--- config.mk ---
export PLATFORM = sky130hd
export DESIGN_NAME = mesi_read_ctrl
export DESIGN_NICKNAME = d
export VERILOG_FILES = /design/src/rtl/mesi_rd_pkg.sv /design/src/rtl/mesi_tag_array.sv /design/src/rtl/mesi_miss_fsm.sv /design/src/rtl/mesi_evt_counters.sv /design/src/rtl/mesi_read_ctrl.sv
export SDC_FILE = /design/constraint.sdc
export NUM_CORES = 1
export LEC_CHECK = 0
export ABC_AREA = 1
export BUFFER_PORTS_ARGS = -buffer_cell sky130_fd_sc_hd__clkbuf_2
export CAP_MARGIN = 5
export CORE_MARGIN = 2
export CORE_UTILIZATION = 64
export CTS_BUF_LIST = sky130_fd_sc_hd__clkbuf_8
export DETAILED_ROUTE_END_ITERATION = 8
export PLACE_DENSITY = 0.95
export SYNTH_ARGS = -nofsm -noshare
export SYNTH_HDL_FRONTEND = slang
export SYNTH_SLANG_ARGS = --single-unit
--- constraint.sdc ---
create_clock -name clk -period 4.13 [get_ports clk]
set_clock_uncertainty 0.15 [all_clocks]
set_input_delay 0.826 -clock clk [delete_from_list [all_inputs] [get_ports clk]]
set_output_delay 0.826 -clock clk [all_outputs]
set_load 0.02 [all_outputs]
--- src/rtl/mesi_rd_pkg.sv ---
package mesi_rd_pkg;

    typedef enum logic [1:0] {
        ST_INV = 2'd0,
        ST_SHR = 2'd1,
        ST_EXC = 2'd2,
        ST_MOD = 2'd3
    } line_st_e;

    typedef struct packed {
        logic valid;
        logic provided;
        logic shared;
        logic exclusive;
    } snoop_rsp_t;

    localparam int EV_HIT   = 0;
    localparam int EV_MISS  = 1;
    localparam int EV_INVM  = 2;
    localparam int EV_REQ   = 3;
    localparam int EV_PEER  = 4;
    localparam int EV_SHR   = 5;
    localparam int EV_MOD   = 6;
    localparam int NUM_EV   = 7;

    function automatic line_st_e fill_of(input snoop_rsp_t r);
        return r.provided ? ST_SHR : ST_EXC;
    endfunction

endpackage

--- src/rtl/mesi_tag_array.sv ---
module mesi_tag_array
    import mesi_rd_pkg::*;
#(
    parameter int IDX_W = 3,
    parameter int TAG_W = 6
) (
    input  logic             clk,
    input  logic             rst,
    input  logic [IDX_W-1:0] lk_idx,
    input  logic [TAG_W-1:0] lk_tag,
    output logic             lk_hit,
    output logic             lk_inv_match,
    output line_st_e         lk_state,
    input  logic             wr_en,
    input  logic [IDX_W-1:0] wr_idx,
    input  logic [TAG_W-1:0] wr_tag,
    input  line_st_e         wr_state
);
    localparam int DEPTH = 1 << IDX_W;

    logic [TAG_W-1:0] tags   [DEPTH];
    line_st_e         states [DEPTH];

    always_ff @(posedge clk) begin
        if (rst) begin
            for (int i = 0; i < DEPTH; i++) begin
                tags[i]   <= '0;
                states[i] <= ST_INV;
            end
        end else if (wr_en) begin
            tags[wr_idx]   <= wr_tag;
            states[wr_idx] <= wr_state;
        end
    end

    logic tag_eq;
    always_comb begin
        tag_eq       = (tags[lk_idx] == lk_tag);
        lk_state     = states[lk_idx];
        lk_hit       = tag_eq && (states[lk_idx] != ST_INV);
        lk_inv_match = tag_eq && (states[lk_idx] == ST_INV);
    end

    // a fill leaves a valid line behind
    a_r9_fill_valid: assert property (@(posedge clk) disable iff (rst)
        wr_en |=> states[$past(wr_idx)] != ST_INV);

endmodule

--- src/rtl/mesi_miss_fsm.sv ---
module mesi_miss_fsm
    import mesi_rd_pkg::*;
#(
    parameter int ADDR_W = 9,
    parameter int IDX_W  = 3
) (
    input  logic              clk,
    input  logic              rst,
    input  logic              rd_valid,
    input  logic [ADDR_W-1:0] rd_addr,
    input  logic              lk_hit,
    input  logic              lk_inv_match,
    input  line_st_e          lk_state,
    input  snoop_rsp_t        snp,
    output logic              busy,
    output logic              hit_pulse,
    output line_st_e          hit_state,
    output logic              bus_req,
    output logic [ADDR_W-1:0] bus_addr,
    output logic              done_pulse,
    output line_st_e          fill_state,
    output logic              wr_en,
    output logic [ADDR_W-1:0] wr_addr,
    output line_st_e          wr_state,
    output logic [NUM_EV-1:0] ev
);
    typedef enum logic {S_IDLE, S_WAIT} fsm_e;

    fsm_e              st;
    logic [ADDR_W-1:0] miss_addr;
    logic              accept;
    logic              resolve;

    assign accept  = rd_valid && (st == S_IDLE);
    assign resolve = snp.valid && (st == S_WAIT);

    always_ff @(posedge clk) begin
        if (rst) begin
            st         <= S_IDLE;
            miss_addr  <= '0;
            hit_pulse  <= 1'b0;
            hit_state  <= ST_INV;
            bus_req    <= 1'b0;
            done_pulse <= 1'b0;
            fill_state <= ST_INV;
        end else begin
            hit_pulse  <= 1'b0;
            bus_req    <= 1'b0;
            done_pulse <= 1'b0;
            case (st)
                S_IDLE: if (accept) begin
                    if (lk_hit) begin
                        hit_pulse <= 1'b1;
                        hit_state <= lk_state;
                    end else begin
                        bus_req   <= 1'b1;
                        miss_addr <= rd_addr;
                        st        <= S_WAIT;
                    end
                end
                S_WAIT: if (resolve) begin
                    done_pulse <= 1'b1;
                    fill_state <= fill_of(snp);
                    st         <= S_IDLE;
                end
                default: st <= S_IDLE;
            endcase
        end
    end

    always_comb begin
        busy     = (st == S_WAIT);
        bus_addr = miss_addr;
        wr_en    = resolve;
        wr_addr  = miss_addr;
        wr_state = fill_of(snp);
        ev           = '0;
        ev[EV_HIT]   = accept && lk_hit;
        ev[EV_MISS]  = accept && !lk_hit;
        ev[EV_INVM]  = accept && lk_inv_match;
        ev[EV_REQ]   = accept && !lk_hit;
        ev[EV_PEER]  = resolve && snp.provided;
        ev[EV_SHR]   = resolve && snp.provided && snp.shared;
        ev[EV_MOD]   = resolve && snp.provided && !snp.shared && !snp.exclusive;
    end

    // a miss puts a request on the bus next cycle
    a_r2_req_after_miss: assert property (@(posedge clk) disable iff (rst)
        (rd_valid && !busy && !lk_hit) |=> (bus_req && busy));
    // hits never go to the bus
    a_r4_hit_no_req: assert property (@(posedge clk) disable iff (rst)
        hit_pulse |-> (!bus_req && !busy));
    // no hit reported while a miss is outstanding
    a_r7_stall: assert property (@(posedge clk) disable iff (rst)
        (busy && rd_valid && !snp.valid) |=> (!hit_pulse && busy));
    // supplied data fills Shared
    a_r5_fill_shared: assert property (@(posedge clk) disable iff (rst)
        (busy && snp.valid && snp.provided) |=> (done_pulse && fill_state == ST_SHR && !busy));
    // memory data fills Exclusive
    a_r6_fill_excl: assert property (@(posedge clk) disable iff (rst)
        (busy && snp.valid && !snp.provided) |=> (done_pulse && fill_state == ST_EXC));
    // idle snoop produces no completion
    a_r8_stray_snoop: assert property (@(posedge clk) disable iff (rst)
        (!busy && snp.valid) |=> !done_pulse);

endmodule

--- src/rtl/mesi_evt_counters.sv ---
module mesi_evt_counters
    import mesi_rd_pkg::*;
#(
    parameter int CNT_W = 16
) (
    input  logic                         clk,
    input  logic                         rst,
    input  logic [NUM_EV-1:0]            ev,
    output logic [NUM_EV-1:0][CNT_W-1:0] cnt
);
    for (genvar g = 0; g < NUM_EV; g++) begin : g_cnt
        always_ff @(posedge clk) begin
            if (rst)        cnt[g] <= '0;
            else if (ev[g]) cnt[g] <= cnt[g] + 1'b1;
        end
    end

    // peer-serviced misses never exceed misses; split counts never exceed peer count
    a_r5_peer_le_miss: assert property (@(posedge clk) disable iff (rst)
        cnt[EV_PEER] <= cnt[EV_MISS]);
    a_r5_split_le_peer: assert property (@(posedge clk) disable iff (rst)
        ({1'b0, cnt[EV_SHR]} + {1'b0, cnt[EV_MOD]}) <= {1'b0, cnt[EV_PEER]});

endmodule

--- src/rtl/mesi_read_ctrl.sv ---
module mesi_read_ctrl
    import mesi_rd_pkg::*;
#(
    parameter int IDX_W  = 3,
    parameter int TAG_W  = 6,
    parameter int CNT_W  = 16,
    localparam int ADDR_W = TAG_W + IDX_W
) (
    input  logic              clk,
    input  logic              rst,
    input  logic              rd_valid,
    input  logic [ADDR_W-1:0] rd_addr,
    output logic              busy,
    output logic              hit_pulse,
    output logic [1:0]        hit_state,
    output logic              bus_req,
    output logic [ADDR_W-1:0] bus_addr,
    input  logic              snp_valid,
    input  logic              snp_provided,
    input  logic              snp_shared,
    input  logic              snp_exclusive,
    output logic              done_pulse,
    output logic [1:0]        fill_state,
    output logic [CNT_W-1:0]  cnt_hit,
    output logic [CNT_W-1:0]  cnt_miss,
    output logic [CNT_W-1:0]  cnt_inv_miss,
    output logic [CNT_W-1:0]  cnt_req,
    output logic [CNT_W-1:0]  cnt_peer,
    output logic [CNT_W-1:0]  cnt_peer_shr,
    output logic [CNT_W-1:0]  cnt_peer_mod
);
    snoop_rsp_t                   snp;
    logic                         lk_hit, lk_inv_match;
    line_st_e                     lk_state, hit_st, fill_st, wr_state;
    logic                         wr_en;
    logic [ADDR_W-1:0]            wr_addr;
    logic [NUM_EV-1:0]            ev;
    logic [NUM_EV-1:0][CNT_W-1:0] cnt;

    assign snp = '{valid: snp_valid, provided: snp_provided,
                   shared: snp_shared, exclusive: snp_exclusive};

    mesi_tag_array #(.IDX_W(IDX_W), .TAG_W(TAG_W)) u_array (
        .clk          (clk),
        .rst          (rst),
        .lk_idx       (rd_addr[IDX_W-1:0]),
        .lk_tag       (rd_addr[ADDR_W-1:IDX_W]),
        .lk_hit       (lk_hit),
        .lk_inv_match (lk_inv_match),
        .lk_state     (lk_state),
        .wr_en        (wr_en),
        .wr_idx       (wr_addr[IDX_W-1:0]),
        .wr_tag       (wr_addr[ADDR_W-1:IDX_W]),
        .wr_state     (wr_state)
    );

    mesi_miss_fsm #(.ADDR_W(ADDR_W), .IDX_W(IDX_W)) u_fsm (
        .clk          (clk),
        .rst          (rst),
        .rd_valid     (rd_valid),
        .rd_addr      (rd_addr),
        .lk_hit       (lk_hit),
        .lk_inv_match (lk_inv_match),
        .lk_state     (lk_state),
        .snp          (snp),
        .busy         (busy),
        .hit_pulse    (hit_pulse),
        .hit_state    (hit_st),
        .bus_req      (bus_req),
        .bus_addr     (bus_addr),
        .done_pulse   (done_pulse),
        .fill_state   (fill_st),
        .wr_en        (wr_en),
        .wr_addr      (wr_addr),
        .wr_state     (wr_state),
        .ev           (ev)
    );

    mesi_evt_counters #(.CNT_W(CNT_W)) u_cnt (
        .clk (clk),
        .rst (rst),
        .ev  (ev),
        .cnt (cnt)
    );

    assign hit_state    = hit_st;
    assign fill_state   = fill_st;
    assign cnt_hit      = cnt[EV_HIT];
    assign cnt_miss     = cnt[EV_MISS];
    assign cnt_inv_miss = cnt[EV_INVM];
    assign cnt_req      = cnt[EV_REQ];
    assign cnt_peer     = cnt[EV_PEER];
    assign cnt_peer_shr = cnt[EV_SHR];
    assign cnt_peer_mod = cnt[EV_MOD];

    // every miss sends exactly one request
    a_r2_req_eq_miss: assert property (@(posedge clk) disable iff (rst)
        cnt_req == cnt_miss);
    // invalid-line misses are a subset of misses
    a_r3_inv_le_miss: assert property (@(posedge clk) disable iff (rst)
        cnt_inv_miss <= cnt_miss);

endmodule

After elaboration in Yosys (flattened, before gate mapping):

Memories as Yosys holds them, arrays and structs flattened.
Index checks and enable logic that the tools add are counted.

* flip-flop bits (word level): 129
* output and inout port bits: 129
* bits in writable memories: 64
* memories kept: 2

Memory list
* u_array.tags: words 8, width 6, rd ports 1, clocked after Yosys merged registers in 0, write ports 8, RTL line mesi_tag_array.sv:21 `logic [TAG_W-1:0] tags [DEPTH];`
* u_array.states: words 8, width 2, rd ports 1, clocked after Yosys merged registers in 0, write ports 8, RTL line mesi_tag_array.sv:22 `line_st_e states [DEPTH];`

* reduce and logical (&&, ||, !) cells: 24
* muxes and demuxes: 17
* $add $sub $neg: 7
* eq/ne operators: 1
* bitwise gates (word level): 3

Operators by type and width (count)
* 16-bit by 1-bit adder with 16-bit output (second input constant): 7
* 1-bit logical AND: 11
* 1-bit 2-to-1 mux: 11
* 6-bit == test: 1
* 3-bit 2-to-1 mux: 2
* 6-bit 2-to-1 mux: 1
* 3-bit AND reduction: 2
* 2-bit OR reduction: 3
* 6-bit OR reduction: 1
* 2-bit 2-to-1 mux: 2
* 1-bit logical NOT: 3
* 1-bit NOT: 3
* 3-bit OR reduction: 1
* 2-bit logical NOT: 1
* 1-bit case mux with 2 select lines: 1
* 2-bit AND reduction: 1
* 2-bit nonzero test: 1

Longest topological paths before layout:

* depth in word-level cells: 6
* gate-level depth with buffers: 18
* mapped depth without buffers: 15

Hierarchy:

A second synthesis with hierarchy kept.

* cell total of the unflattened synthesis: 1273
* area, all modules: 9350.2 um^2

By module, submodules not included
* mesi_evt_counters: area an instance 5375.2 um^2, cells each 800, seq. area each 2242.2 um^2, times used 1
* mesi_tag_array: area an instance 3174.3 um^2, cells each 362, seq. area each 1921.8 um^2, times used 1
* mesi_miss_fsm: area an instance 800.8 um^2, cells each 111, seq. area each 340.3 um^2, times used 1

Least setup slack after synthesis:

No wires, ideal clock.

* kind: input-to-reg
* from: input port rd_addr[0]
* to: register u_cnt.cnt[16] in the netlist's numbering
* required time: 3868 ps
* stages: 17
* setup slack: 1563 ps
* arrival time: 2305 ps
* cell sequence: buf_4 > inv_4 > buf_4 > nand2_1 > nand3_1 > nand3_1 > nand2_1 > nand2_1 > nand2_1 > nand2_1 > nor2_4 > nand3_4 > nand2_4 > inv_2 > buf_4 > nor2_1 > nor2_1

* longest elaborated chain between the ends: 5

RTL lines
* start, declared: RTL line mesi_read_ctrl.sv:12 `input logic [ADDR_W-1:0] rd_addr,`
* memory 8 x 6 bit / memory 8 x 2 bit (equally long branches)
* 6-bit == test / 2-bit nonzero test (equally long branches): RTL line mesi_tag_array.sv:38, mesi_tag_array.sv:40
* 1-bit logical AND *: RTL line mesi_tag_array.sv:40 `lk_hit = tag_eq && (states[lk_idx] != ST_INV);`
* 1-bit logical NOT *: RTL line mesi_miss_fsm.sv:79 `ev[EV_MISS] = accept && !lk_hit;`
* 1-bit logical AND *: RTL line mesi_miss_fsm.sv:79
* end signal, assigned by index: RTL line mesi_evt_counters.sv:14 `else if (ev[g]) cnt[g] <= cnt[g] + 1'b1;`
* end, declared: RTL line mesi_evt_counters.sv:9 `output logic [NUM_EV-1:0][CNT_W-1:0] cnt`

Every way passes the cells marked *; elsewhere a longest branch is shown, timed or not.
A chain may end at the register's enable or synchronous reset.

Worst setup path in the final report:

* from: input port rd_addr[0]
* to: register u_cnt.cnt[17] in the netlist's numbering

Same word-level chain as after synthesis.

==> flow_summary_export.csv <==
group,metric,value,unit
worst_setup_path,cp.required,4.39,ns
pwr,p_int,2.74,mW
yosys,async_flop_share,0,%
clock_network,hold_buffers,0,
cells_and_area,diodes,0,
worst_setup_path,worstRegToRegCells,13,
floorplan,dieArea,0.0160,mm²
yosys,synth_top_area_share,26.9,%
sta,setup_viol,0,
clock_network,cts_buffers,17,
worst_setup_path,crit_path_start,"rd_addr[0]",
hold_path,hold-path-cell-count,1,
yosys,synth_top_cells_by_area,"dfxtp_1, edfxtp_1, nand2_1, nor2_1, nand3_1",
clock_network,cts_tree,"built",
placement,portBuffers,144,
yosys,synth_edf_count,64,
global_routing,grt_antenna_before_repair,0,
cells_and_area,fillCellCount,1012,
routing,post_drt_via_cell_ratio,5.82,
cells_and_area,finalInstanceArea,0.0108,mm²
routing,ant_nets,0,
routing,post_drt_wl_per_cell,15.5,µm
pwr,switching_power,966,µW
yosys,ys_types,39,
yosys,synth_top_area_cell,"dfxtp_1",
sta,finalCritPeriodShare,78.2,%
routing,first_iter_violations,949,
sta,fmax,310,MHz
routing,drc,0,
clock_network,clkSinkCount,193,
worst_setup_path,cp.buffers_inverters,4,
floorplan,die_w,126,µm
worst_setup_path,cp.depth,13,
worst_setup_path,rr_startpoint,"u_array.states[4][1]$_SDFFCE_PN0P_",
clock_network,clockBufferDepth,2,
sta,hold_violations,0,
worst_setup_path,critPathMaxStageDelay,0.38,ns
cells_and_area,multi_input_area,0.00431,mm²
pwr,p_clk_share,37.0,%
pwr,pwr_density_cell,344,mW/mm²
placement,place_area,0.0103,mm²
worst_setup_path,critPathTopFamily,"buffers and inverters",
sta,worst-slew-pin-transition,0.916,ns
routing,routed_wl,24.3,mm
floorplan,chipHeight,126,µm
worst_setup_path,r2r_setup_slack,1.44,ns
yosys,synth_seq_cells,193,
worst_setup_path,setup.worst_path.start_class,"input port",
yosys,syn_avg_cell_area,7.63,µm²
clock_network,root_buffer,"clkbuf_8",
global_routing,grt-ovfl-total,0,
pwr,p_comb_share,8.3,%
floorplan,rows,44,
worst_setup_path,crit_arrival,3.49,ns
clock_network,cts_resized,0,
cells_and_area,final_layout_size_suffix_gt1_share,14.6,%
global_routing,grt_max_degree,87,
sta,fin_tns_setup,0,ns
cells_and_area,area_growth_syn_to_layout,12.2,%
pwr,irDropWorstVdd,0.352,mV
run_status,status,"finished clean",
run,cap_violations,0,
cells_and_area,seq_area,0.00450,mm²
pwr,swShare,26.1,%
global_routing,grt_usage,30.1,%
yosys,yosysSeqAreaShare,46.9,%
global_routing,grt_pass1_vias,8287,
worst_setup_path,critPathSlowestCell,"clkbuf_2",
yosys,syn_area,0.00960,mm²
worst_setup_path,endpoint,"u_cnt.cnt[17]$_SDFFE_PP0P_",
placement,dpl.hpwl,16.7,mm
worst_setup_path,endpoint_kind,"flop",
sta,max_slew_margin,38.8,%
yosys,syn_inst,1258,
clock_network,post-cts-setup-buffers,0,
global_routing,grt_pass1_wl,39.2,mm
sta,rsz0062_at_grt,"no",
clock_network,htreeDepth,4,
yosys,ys_warn_count,0,
routing,firstDrtPassIters,9,
routing,num_vias,9163,
worst_setup_path,critPathMaxFanout,33,
hold_path,hold_path_class,"reg2reg",
pwr,p_seq_share,54.8,%
clock_network,clk_transition_reported_paths,0.10,ns
floorplan,coreArea,0.0146,mm²
floorplan,io_pins,145,
cells_and_area,final_nets,1400,
yosys,syn-num-nets,1281,
worst_setup_path,critical_path_class,"in2reg",
sta,maxSlewViolCount,0,
pwr,leakage,4.40,nW
yosys,ys.flop_type,"dfxtp_1",
clock_network,clk_latency,0.49,ns
placement,routabilityCongestion,0.901,
worst_setup_path,path_cells,"clkbuf_2, inv_4, o21ai_0, o22ai_1, nand2_1, nand2_2, nor2_8, inv_2, nand3_4, nand2_4, inv_2, nor2_1, nor2_1",
worst_setup_path,reg2reg_to,"u_cnt.cnt[17]$_SDFFE_PP0P_",
floorplan,initial_utilization,65.8,%
sta,min_period,3.23,ns
registers in the layout, indices dropped and copies added, names as in the netlist:
signal and cells:
u_fsm.hit_pulse 1, u_fsm.hit_state 2, u_fsm.done_pulse 1, u_array.tags 48, u_fsm.bus_addr 9, u_fsm.bus_req 1, u_fsm.fill_state 2, u_fsm.busy 1
u_cnt.cnt 112, u_array.states 16
worst min-delay path by stage:
stage                                     startpoint                         end  slack [ns]
after global placement    u_cnt.cnt[79]$_SDFFE_PP0P_  u_cnt.cnt[79]$_SDFFE_PP0P_        0.30
final                     u_cnt.cnt[95]$_SDFFE_PP0P_  u_cnt.cnt[95]$_SDFFE_PP0P_        0.31
after detailed placement  u_cnt.cnt[95]$_SDFFE_PP0P_  u_cnt.cnt[95]$_SDFFE_PP0P_        0.30
after global routing      u_cnt.cnt[95]$_SDFFE_PP0P_  u_cnt.cnt[95]$_SDFFE_PP0P_        0.33
after CTS                 u_cnt.cnt[95]$_SDFFE_PP0P_  u_cnt.cnt[95]$_SDFFE_PP0P_        0.32
after floorplan           u_cnt.cnt[78]$_SDFFE_PP0P_  u_cnt.cnt[78]$_SDFFE_PP0P_        0.39
through the flow:
step / power, mW / hold WS [ns] / worst slack (ns) / instances / utilization [%]
2_1_floorplan: 2.29 / 0.386 / 1.56 / 1258 / -
3_3_place_gp: 2.36 / 0.298 / 0.707 / 1542 / 70.8
3_5_place_dp: 2.37 / 0.298 / 0.564 / 1542 / 70.8
4_1_cts: 3.70 / 0.318 / 1.02 / 1574 / 73.8
5_1_grt: 3.81 / 0.334 / 0.739 / 1574 / 73.8
6_report: 3.70 / 0.314 / 0.901 / 1574 / 73.8
cells in the final DEF (no fill, tap or decap), types with 21 or more instances in the layout:
| cell type | count |
|---|---|
| a21oi_1 | 95 |
| clkbuf_2 | 143 |
| dfxtp_1 | 129 |
| edfxtp_1 | 64 |
| inv_1 | 131 |
| nand2_1 | 258 |
| nand3_1 | 124 |
| nand4_1 | 43 |
| nor2_1 | 181 |
| nor3_1 | 38 |
| o21ai_0 | 24 |
| xnor2_1 | 21 |
| xor2_1 | 39 |
metal layers:
metal | share of wire [%] | wire [µm] | track usage (%) | vias to the layer above
li1 | - | - | - | 4360
met1 | 39 | 9610 | 37.7 | 4231
met2 | 48 | 11700 | 50.1 | 506
met3 | 9.9 | 2410 | 8.06 | 66
met4 | 2.6 | 628 | 11.3 | 0
met5 | 0 | 0 | 0 | -
cell type report:
class / instances / share of cell area (%)
clock buffers: 17 / 2.17
clock inverters: 15 / 1.89
inverters: 137 / 4.80
multi-input cells: 878 / 40.0
flip-flops and latches: 193 / 41.8
well taps: 184 / 2.14
repair buffers: 150 / 7.11
cell families after synthesis:
| group | Yosys count | share of synthesized area [%] |
|---|---|---|
| AND/OR/NAND/NOR | 675 | 31.1 |
| flip-flops | 193 | 46.9 |
| buffers and inverters | 187 | 8.24 |
| AO/OA/AOI/OAI | 136 | 7.39 |
| XOR/XNOR | 60 | 5.47 |
| adder cells (fa/ha/maj) | 7 | 0.912 |
cells in the mapped netlist (all sizes together) (2+ instances only):
cell type and instances:
nand3 125, nor3 39, o22ai 2, nand4 45, o21a 5, a21oi 95
o21ai 30, ha 7, inv 136, nand3b 4, xor2 39, clkbuf 24
buf 26, nand2 264, nor2 187, nor4 9, dfxtp 129, xnor2 21
edfxtp 64, a211oi 2
power by group through the flow:
stage | registers (mW) | clock network [mW] | logic, mW
global route | 2.03 | 1.45 | 0.335
global placement | 2.07 | 0 | 0.289
floorplan | 2.08 | 0 | 0.209
CTS | 2.03 | 1.37 | 0.302
finish | 2.03 | 1.37 | 0.307
detailed placement | 2.07 | 0 | 0.298
Note: power is estimated with default switching activity, not from simulation.
